===== src/rtl/sb_pkg.sv =====
package sb_pkg;
    typedef enum logic [0:0] {
        DRN_IDLE  = 1'b0,
        DRN_WRITE = 1'b1
    } drain_state_e;
endpackage


===== src/rtl/sb_alloc_ctrl.sv =====
// Head/tail pointers and occupancy of the circular slot array.
module sb_alloc_ctrl #(
    parameter int DEPTH = 8,
    localparam int TAG_W = $clog2(DEPTH)
) (
    input  logic             clk,
    input  logic             rst_n,
    input  logic             alloc,
    input  logic             free,
    output logic [TAG_W-1:0] head,
    output logic [TAG_W-1:0] tail,
    output logic             full
);
    localparam int CNT_W = TAG_W + 1;

    logic [CNT_W-1:0] count;

    always_ff @(posedge clk) begin
        if (!rst_n) begin
            head  <= '0;
            tail  <= '0;
            count <= '0;
        end else begin
            if (alloc) begin
                tail <= tail + 1'b1;
            end
            if (free) begin
                head <= head + 1'b1;
            end
            if (alloc && !free) begin
                count <= count + 1'b1;
            end else if (free && !alloc) begin
                count <= count - 1'b1;
            end
        end
    end

    assign full = (count == CNT_W'(DEPTH));
endmodule


===== src/rtl/sb_load_match.sv =====
// Finds the youngest occupied slot whose address equals the load address.
module sb_load_match #(
    parameter int DEPTH = 8,
    parameter int AW    = 32,
    parameter int DW    = 64,
    localparam int TAG_W = $clog2(DEPTH)
) (
    input  logic [DEPTH-1:0]         a_vld,
    input  logic [DEPTH-1:0]         d_vld,
    input  logic [DEPTH-1:0][AW-1:0] addr_q,
    input  logic [DEPTH-1:0][DW-1:0] data_q,
    input  logic [TAG_W-1:0]         head,
    input  logic                     ld_valid,
    input  logic [AW-1:0]            ld_addr,
    output logic                     hit,
    output logic                     hit_ready,
    output logic [DW-1:0]            hit_data
);
    logic [TAG_W-1:0] sel;
    logic [TAG_W-1:0] idx;

    // Walk from oldest to youngest; a later match overrides an earlier one.
    always_comb begin
        hit = 1'b0;
        sel = '0;
        idx = '0;
        for (int k = 0; k < DEPTH; k++) begin
            idx = head + TAG_W'(k);
            if (ld_valid && a_vld[idx] && (addr_q[idx] == ld_addr)) begin
                hit = 1'b1;
                sel = idx;
            end
        end
    end

    assign hit_ready = hit && d_vld[sel];
    assign hit_data  = data_q[sel];
endmodule


===== src/rtl/sb_drain_fsm.sv =====
// Retire handshake and in-order write-out of the oldest slot.
module sb_drain_fsm
    import sb_pkg::*;
(
    input  logic clk,
    input  logic rst_n,
    input  logic rt_valid,
    input  logic head_full,
    input  logic mem_wr_ready,
    output logic rt_ready,
    output logic mem_wr_valid,
    output logic free_head
);
    drain_state_e state_q;
    drain_state_e state_d;

    always_ff @(posedge clk) begin
        if (!rst_n) begin
            state_q <= DRN_IDLE;
        end else begin
            state_q <= state_d;
        end
    end

    always_comb begin
        state_d = state_q;
        unique case (state_q)
            DRN_IDLE: begin
                if (rt_valid && head_full) begin
                    state_d = DRN_WRITE;
                end
            end
            DRN_WRITE: begin
                if (mem_wr_ready) begin
                    state_d = DRN_IDLE;
                end
            end
            default: state_d = DRN_IDLE;
        endcase
    end

    always_comb begin
        rt_ready     = 1'b0;
        mem_wr_valid = 1'b0;
        free_head    = 1'b0;
        unique case (state_q)
            DRN_IDLE: begin
                rt_ready = head_full;
            end
            DRN_WRITE: begin
                mem_wr_valid = 1'b1;
                free_head    = mem_wr_ready;
            end
            default: ;
        endcase
    end
endmodule


===== src/rtl/store_buffer.sv =====
module store_buffer #(
    parameter int DEPTH = 8,
    parameter int AW    = 32,
    parameter int DW    = 64,
    localparam int TAG_W = $clog2(DEPTH)
) (
    input  logic             clk,
    input  logic             rst_n,
    input  logic             sa_valid,
    input  logic [AW-1:0]    sa_addr,
    output logic             sa_ready,
    output logic [TAG_W-1:0] sa_tag,
    input  logic             sd_valid,
    input  logic [TAG_W-1:0] sd_tag,
    input  logic [DW-1:0]    sd_data,
    input  logic             ld_valid,
    input  logic [AW-1:0]    ld_addr,
    output logic             ld_stall,
    output logic             ld_fwd,
    output logic [DW-1:0]    ld_data,
    output logic             mem_rd_en,
    output logic [AW-1:0]    mem_rd_addr,
    input  logic [DW-1:0]    mem_rd_data,
    input  logic             rt_valid,
    output logic             rt_ready,
    output logic             mem_wr_valid,
    output logic [AW-1:0]    mem_wr_addr,
    output logic [DW-1:0]    mem_wr_data,
    input  logic             mem_wr_ready
);
    logic [DEPTH-1:0]         a_vld;
    logic [DEPTH-1:0]         d_vld;
    logic [DEPTH-1:0][AW-1:0] addr_q;
    logic [DEPTH-1:0][DW-1:0] data_q;

    logic [TAG_W-1:0] head;
    logic [TAG_W-1:0] tail;
    logic             full;
    logic             alloc;
    logic             fill;
    logic             free_head;
    logic             head_full;
    logic             hit;
    logic             hit_ready;
    logic [DW-1:0]    hit_data;

    assign sa_ready  = !full;
    assign sa_tag    = tail;
    assign alloc     = sa_valid && !full;
    assign fill      = sd_valid && a_vld[sd_tag] && !d_vld[sd_tag];
    assign head_full = a_vld[head] && d_vld[head];

    sb_alloc_ctrl #(.DEPTH(DEPTH)) u_alloc (
        .clk   (clk),
        .rst_n (rst_n),
        .alloc (alloc),
        .free  (free_head),
        .head  (head),
        .tail  (tail),
        .full  (full)
    );

    for (genvar e = 0; e < DEPTH; e++) begin : g_slot
        always_ff @(posedge clk) begin
            if (!rst_n) begin
                a_vld[e]  <= 1'b0;
                d_vld[e]  <= 1'b0;
                addr_q[e] <= '0;
                data_q[e] <= '0;
            end else if (free_head && (head == TAG_W'(e))) begin
                a_vld[e] <= 1'b0;
                d_vld[e] <= 1'b0;
            end else if (alloc && (tail == TAG_W'(e))) begin
                a_vld[e]  <= 1'b1;
                d_vld[e]  <= 1'b0;
                addr_q[e] <= sa_addr;
            end else if (fill && (sd_tag == TAG_W'(e))) begin
                d_vld[e]  <= 1'b1;
                data_q[e] <= sd_data;
            end
        end
    end

    sb_load_match #(.DEPTH(DEPTH), .AW(AW), .DW(DW)) u_match (
        .a_vld     (a_vld),
        .d_vld     (d_vld),
        .addr_q    (addr_q),
        .data_q    (data_q),
        .head      (head),
        .ld_valid  (ld_valid),
        .ld_addr   (ld_addr),
        .hit       (hit),
        .hit_ready (hit_ready),
        .hit_data  (hit_data)
    );

    assign ld_fwd      = hit_ready;
    assign ld_stall    = hit && !hit_ready;
    assign mem_rd_en   = ld_valid && !hit;
    assign mem_rd_addr = ld_addr;
    assign ld_data     = hit_ready ? hit_data : (mem_rd_en ? mem_rd_data : '0);

    sb_drain_fsm u_drain (
        .clk          (clk),
        .rst_n        (rst_n),
        .rt_valid     (rt_valid),
        .head_full    (head_full),
        .mem_wr_ready (mem_wr_ready),
        .rt_ready     (rt_ready),
        .mem_wr_valid (mem_wr_valid),
        .free_head    (free_head)
    );

    assign mem_wr_addr = addr_q[head];
    assign mem_wr_data = data_q[head];
endmodule


===== config.mk =====
export PLATFORM = sky130hd
export DESIGN_NAME = store_buffer
export DESIGN_NICKNAME = d
export VERILOG_FILES = /design/src/rtl/sb_pkg.sv /design/src/rtl/sb_alloc_ctrl.sv /design/src/rtl/sb_load_match.sv /design/src/rtl/sb_drain_fsm.sv /design/src/rtl/store_buffer.sv
export SDC_FILE = /design/constraint.sdc
export NUM_CORES = 2
export LEC_CHECK = 0
export ABC_CLOCK_PERIOD_IN_PS = 17500
export CAP_MARGIN = 20
export CORE_UTILIZATION = 65
export DETAILED_ROUTE_END_ITERATION = 10
export PLACE_DENSITY_LB_ADDON = 0.12
export SYNTH_ARGS = -nofsm -noshare
export SYNTH_HDL_FRONTEND = slang
export SYNTH_SLANG_ARGS = --single-unit

===== constraint.sdc =====
create_clock -name clk -period 17.5 [get_ports clk]
set_input_delay 1.75 -clock clk [delete_from_list [all_inputs] [get_ports clk]]
set_output_delay 1.75 -clock clk [all_outputs]
set_load 0.01 [all_outputs]

==> reports/metrics.cfg <==
[cts]
cts_tree=yes
clk_pin_slew_ns=0.06
insertion_delay_ns=0.70
ctsResizeCount=0
cts_setup_buffers=0
cts_num_sinks=795
h-tree-depth=3
root_buffer=clkbuf_16
clock_path_buffers=3
numCtsBuffers=83
ctsHoldBuffers=0

[route]
route.met2.wl_um=99800
top_layer=met5
dr.pass1.iters=9
drt_iter0_markers=8321
routed_via_density=7.16
antenna_left=0
drc=0
vias=54200
routedWlPerCell_um=30.1
wl_met3_um=29600
wl_met1_um=77300
drt_wl_total_um=228000

[floorplan]
die_h_um=297
rows=107
initial_core_util=0.660
coreArea_mm2=0.0857
dieArea_mm2=0.0882
die_w_um=297
io_pins=403

[timing]
hold_violations=0
slew_headroom=0.140
setup_viol_count_final=0
slew_viol_final=0
tightest_slew_ns=1.28
post-route-min-period_ns=12.72
fin_skew_ns=0.0322
setup_tns_ns=0
clock.fmax_ghz=0.0786
rsz0062_at_grt=false
post-route-period-util=0.727

[placed_design]
port_buffers=402
place_congestion=1.10
dpl-instance-area_mm2=0.0597
dpl.hpwl_um=146000

[global_route]
grt_pass1_vias=52000
grt_max_degree=296
grt.total_usage=0.501
grt_pass1_wl_um=336000
antenna_found_initial=16
grt_overflow=0

[setup_path]
critPathRequiredTime_ns=15.75
cp-start-kind=register
arrival_ns=10.97
end_kind=primary output
worst-path-max-fanout=72
critPathKind=reg -> out

[yosys]
syn_nets=6674
syn_inst=6455
synth.area.top_cells=dfxtp_1, mux4_2, nand2_1
syn_avg_cell_area_um2=8.76
synthArstFlopShare=0
synthTopCellsByCount=nand2_1, dfxtp_1, a21boi_0, mux2i_1, mux4_2
synth_cell_types=82
synth_top_area_share=0.281
synth_area_mm2=0.0566
synth_top_area_cell=dfxtp_1
yosysMostFrequentCell=nand2_1
ys_warn_count=0
synth_edf_count=0
yosysSeqAreaShare=0.281
synthFlopType=dfxtp_1
ys_seq_elements=795

[pwr]
p_clk_frac=0.428
p_int_mw=3.19
pwr_density_cell_mw_per_mm2=70.7
peakVddDrop_mv=0.112
pwr-share-seq=0.432
combPwrFrac=0.140
p_switching_mw=1.24
p_total_mw=4.43
p_leak_nw=21.4
swShare=0.280

[finish]
area_delta_synth_final_pct=10.7
n_fill_cell=5982
final_area_mm2=0.0626
fin_util=0.731
fin_nets=6561
drive_gt1_frac=0.144

[min_path]
hold_class=reg -> reg

[flow_run]
drv_cap=0

[status]
status=complete, no violations

-- path summary, 6_finish.rpt --
path                   startpoint  cells after the start  slack [ns]              end
setup reg to reg  u_alloc.head[1]                      7       13.39  u_drain.state_q
hold / removal         data_q[94]                      2        0.48       data_q[94]
hold reg to reg        data_q[94]                      2        0.48       data_q[94]
setup / recovery  u_alloc.head[0]                     21        4.78       ld_data[8]
-- layer usage --
| metal | up-vias | track usage |
|---|---|---|
| li1 | 22700 | - |
| met3 | 1209 | 0.129 |
| met1 | 25900 | 0.603 |
| met2 | 4432 | 0.763 |
| met4 | 10 | 0.399 |
| met5 | - | 0 |
-- sequential cells by signal, summed over array words and instances, names as in the netlist --
signal and flops:
data_q 512, u_alloc.count 4, u_drain.state_q 1, addr_q 256, a_vld 8, u_alloc.head 3, u_alloc.tail 3, d_vld 8
-- power groups by stage --
stage	Clock (mW)	Sequential [mW]	Combinational, mW
6_report	1.90	1.91	0.621
5_1_grt	1.96	1.91	0.633
4_1_cts	1.88	1.91	0.593
3_5_place_dp	0	1.95	0.587
3_3_place_gp	0	1.94	0.580
2_1_floorplan	0	1.92	0.345
-- critical path, stage by stage, from the launching register on --
cell and delay (ns):
dfxtp_4 0.90, inv_4 0.49, ha_4 0.90, buf_4 0.74
buf_4 0.63, mux4_2 0.57, mux2i_1 0.22, xnor2_1 0.18
nand4_1 0.38, nor4_1 0.57, and2_1 0.33, a21oi_1 0.16
o21ba_1 0.21, o21a_1 0.19, o21ai_4 0.17, buf_4 0.91
buf_4 0.93, mux2i_1 0.21, a22oi_1 0.28, o221ai_1 0.23
o21ai_0 0.21, clkdlybuf4s50_1 0.57
-- per-stage QoR --
step / setup slack, ns / hold slack (ns) / cells
finish: 4.78 / 0.477 / 7565
global route: 4.34 / 0.498 / 7561
CTS: 4.86 / 0.479 / 7548
detailed placement: 5.70 / 0.471 / 7398
global placement: 5.87 / 0.459 / 7397
floorplan: 9.23 / 0.450 / 6455
-- logic make-up (layout without fill, tap and decap cells) --
| family | after synthesis | count (layout) | synth area share |
|---|---|---|---|
| DFF | 795 | 795 | 0.281 |
| buffers and inverters | 741 | 693 | 0.0634 |
| and+or+nand+nor | 2360 | 2360 | 0.173 |
| AOI/OAI and AO/OA | 1300 | 1300 | 0.172 |
| adders and majority gates | 17 | 17 | 0.00389 |
| other | 0 | 14 | 0 |
| xor gates and xnor gates | 222 | 222 | 0.0344 |
| muxes | 1020 | 1020 | 0.272 |
-- placed cells by master (no fill, tap or decap), types with 33 or more instances in the layout --
cell	n
nand3_1	57
xor2_1	46
a21boi_0	772
nor3_1	37
nor4_1	33
buf_4	82
a21oi_1	40
inv_1	43
mux2i_1	413
dfxtp_1	792
o221ai_1	69
mux4_2	394
mux2_2	213
nor2_1	74
o22ai_1	53
nand2_1	1924
clkdlybuf4s50_1	401
a22oi_1	102
nand4_1	38
clkbuf_16	85
o21ai_0	43
xnor2_1	173
-- area by class of cell --
cell class                 count  area, µm²  share of cell area
clock inverter                28        429             0.00685
multi-input combinational   4919      37400               0.597
tap                         1144       1430              0.0229
timing repair buffer         488       4730              0.0756
antenna                       14       35.0            0.000559
sequential                   795      15900               0.254
clock buffer                 122       2450              0.0391
inverter                      55        214             0.00342
No activity file was read; power rests on OpenSTA's default activity.
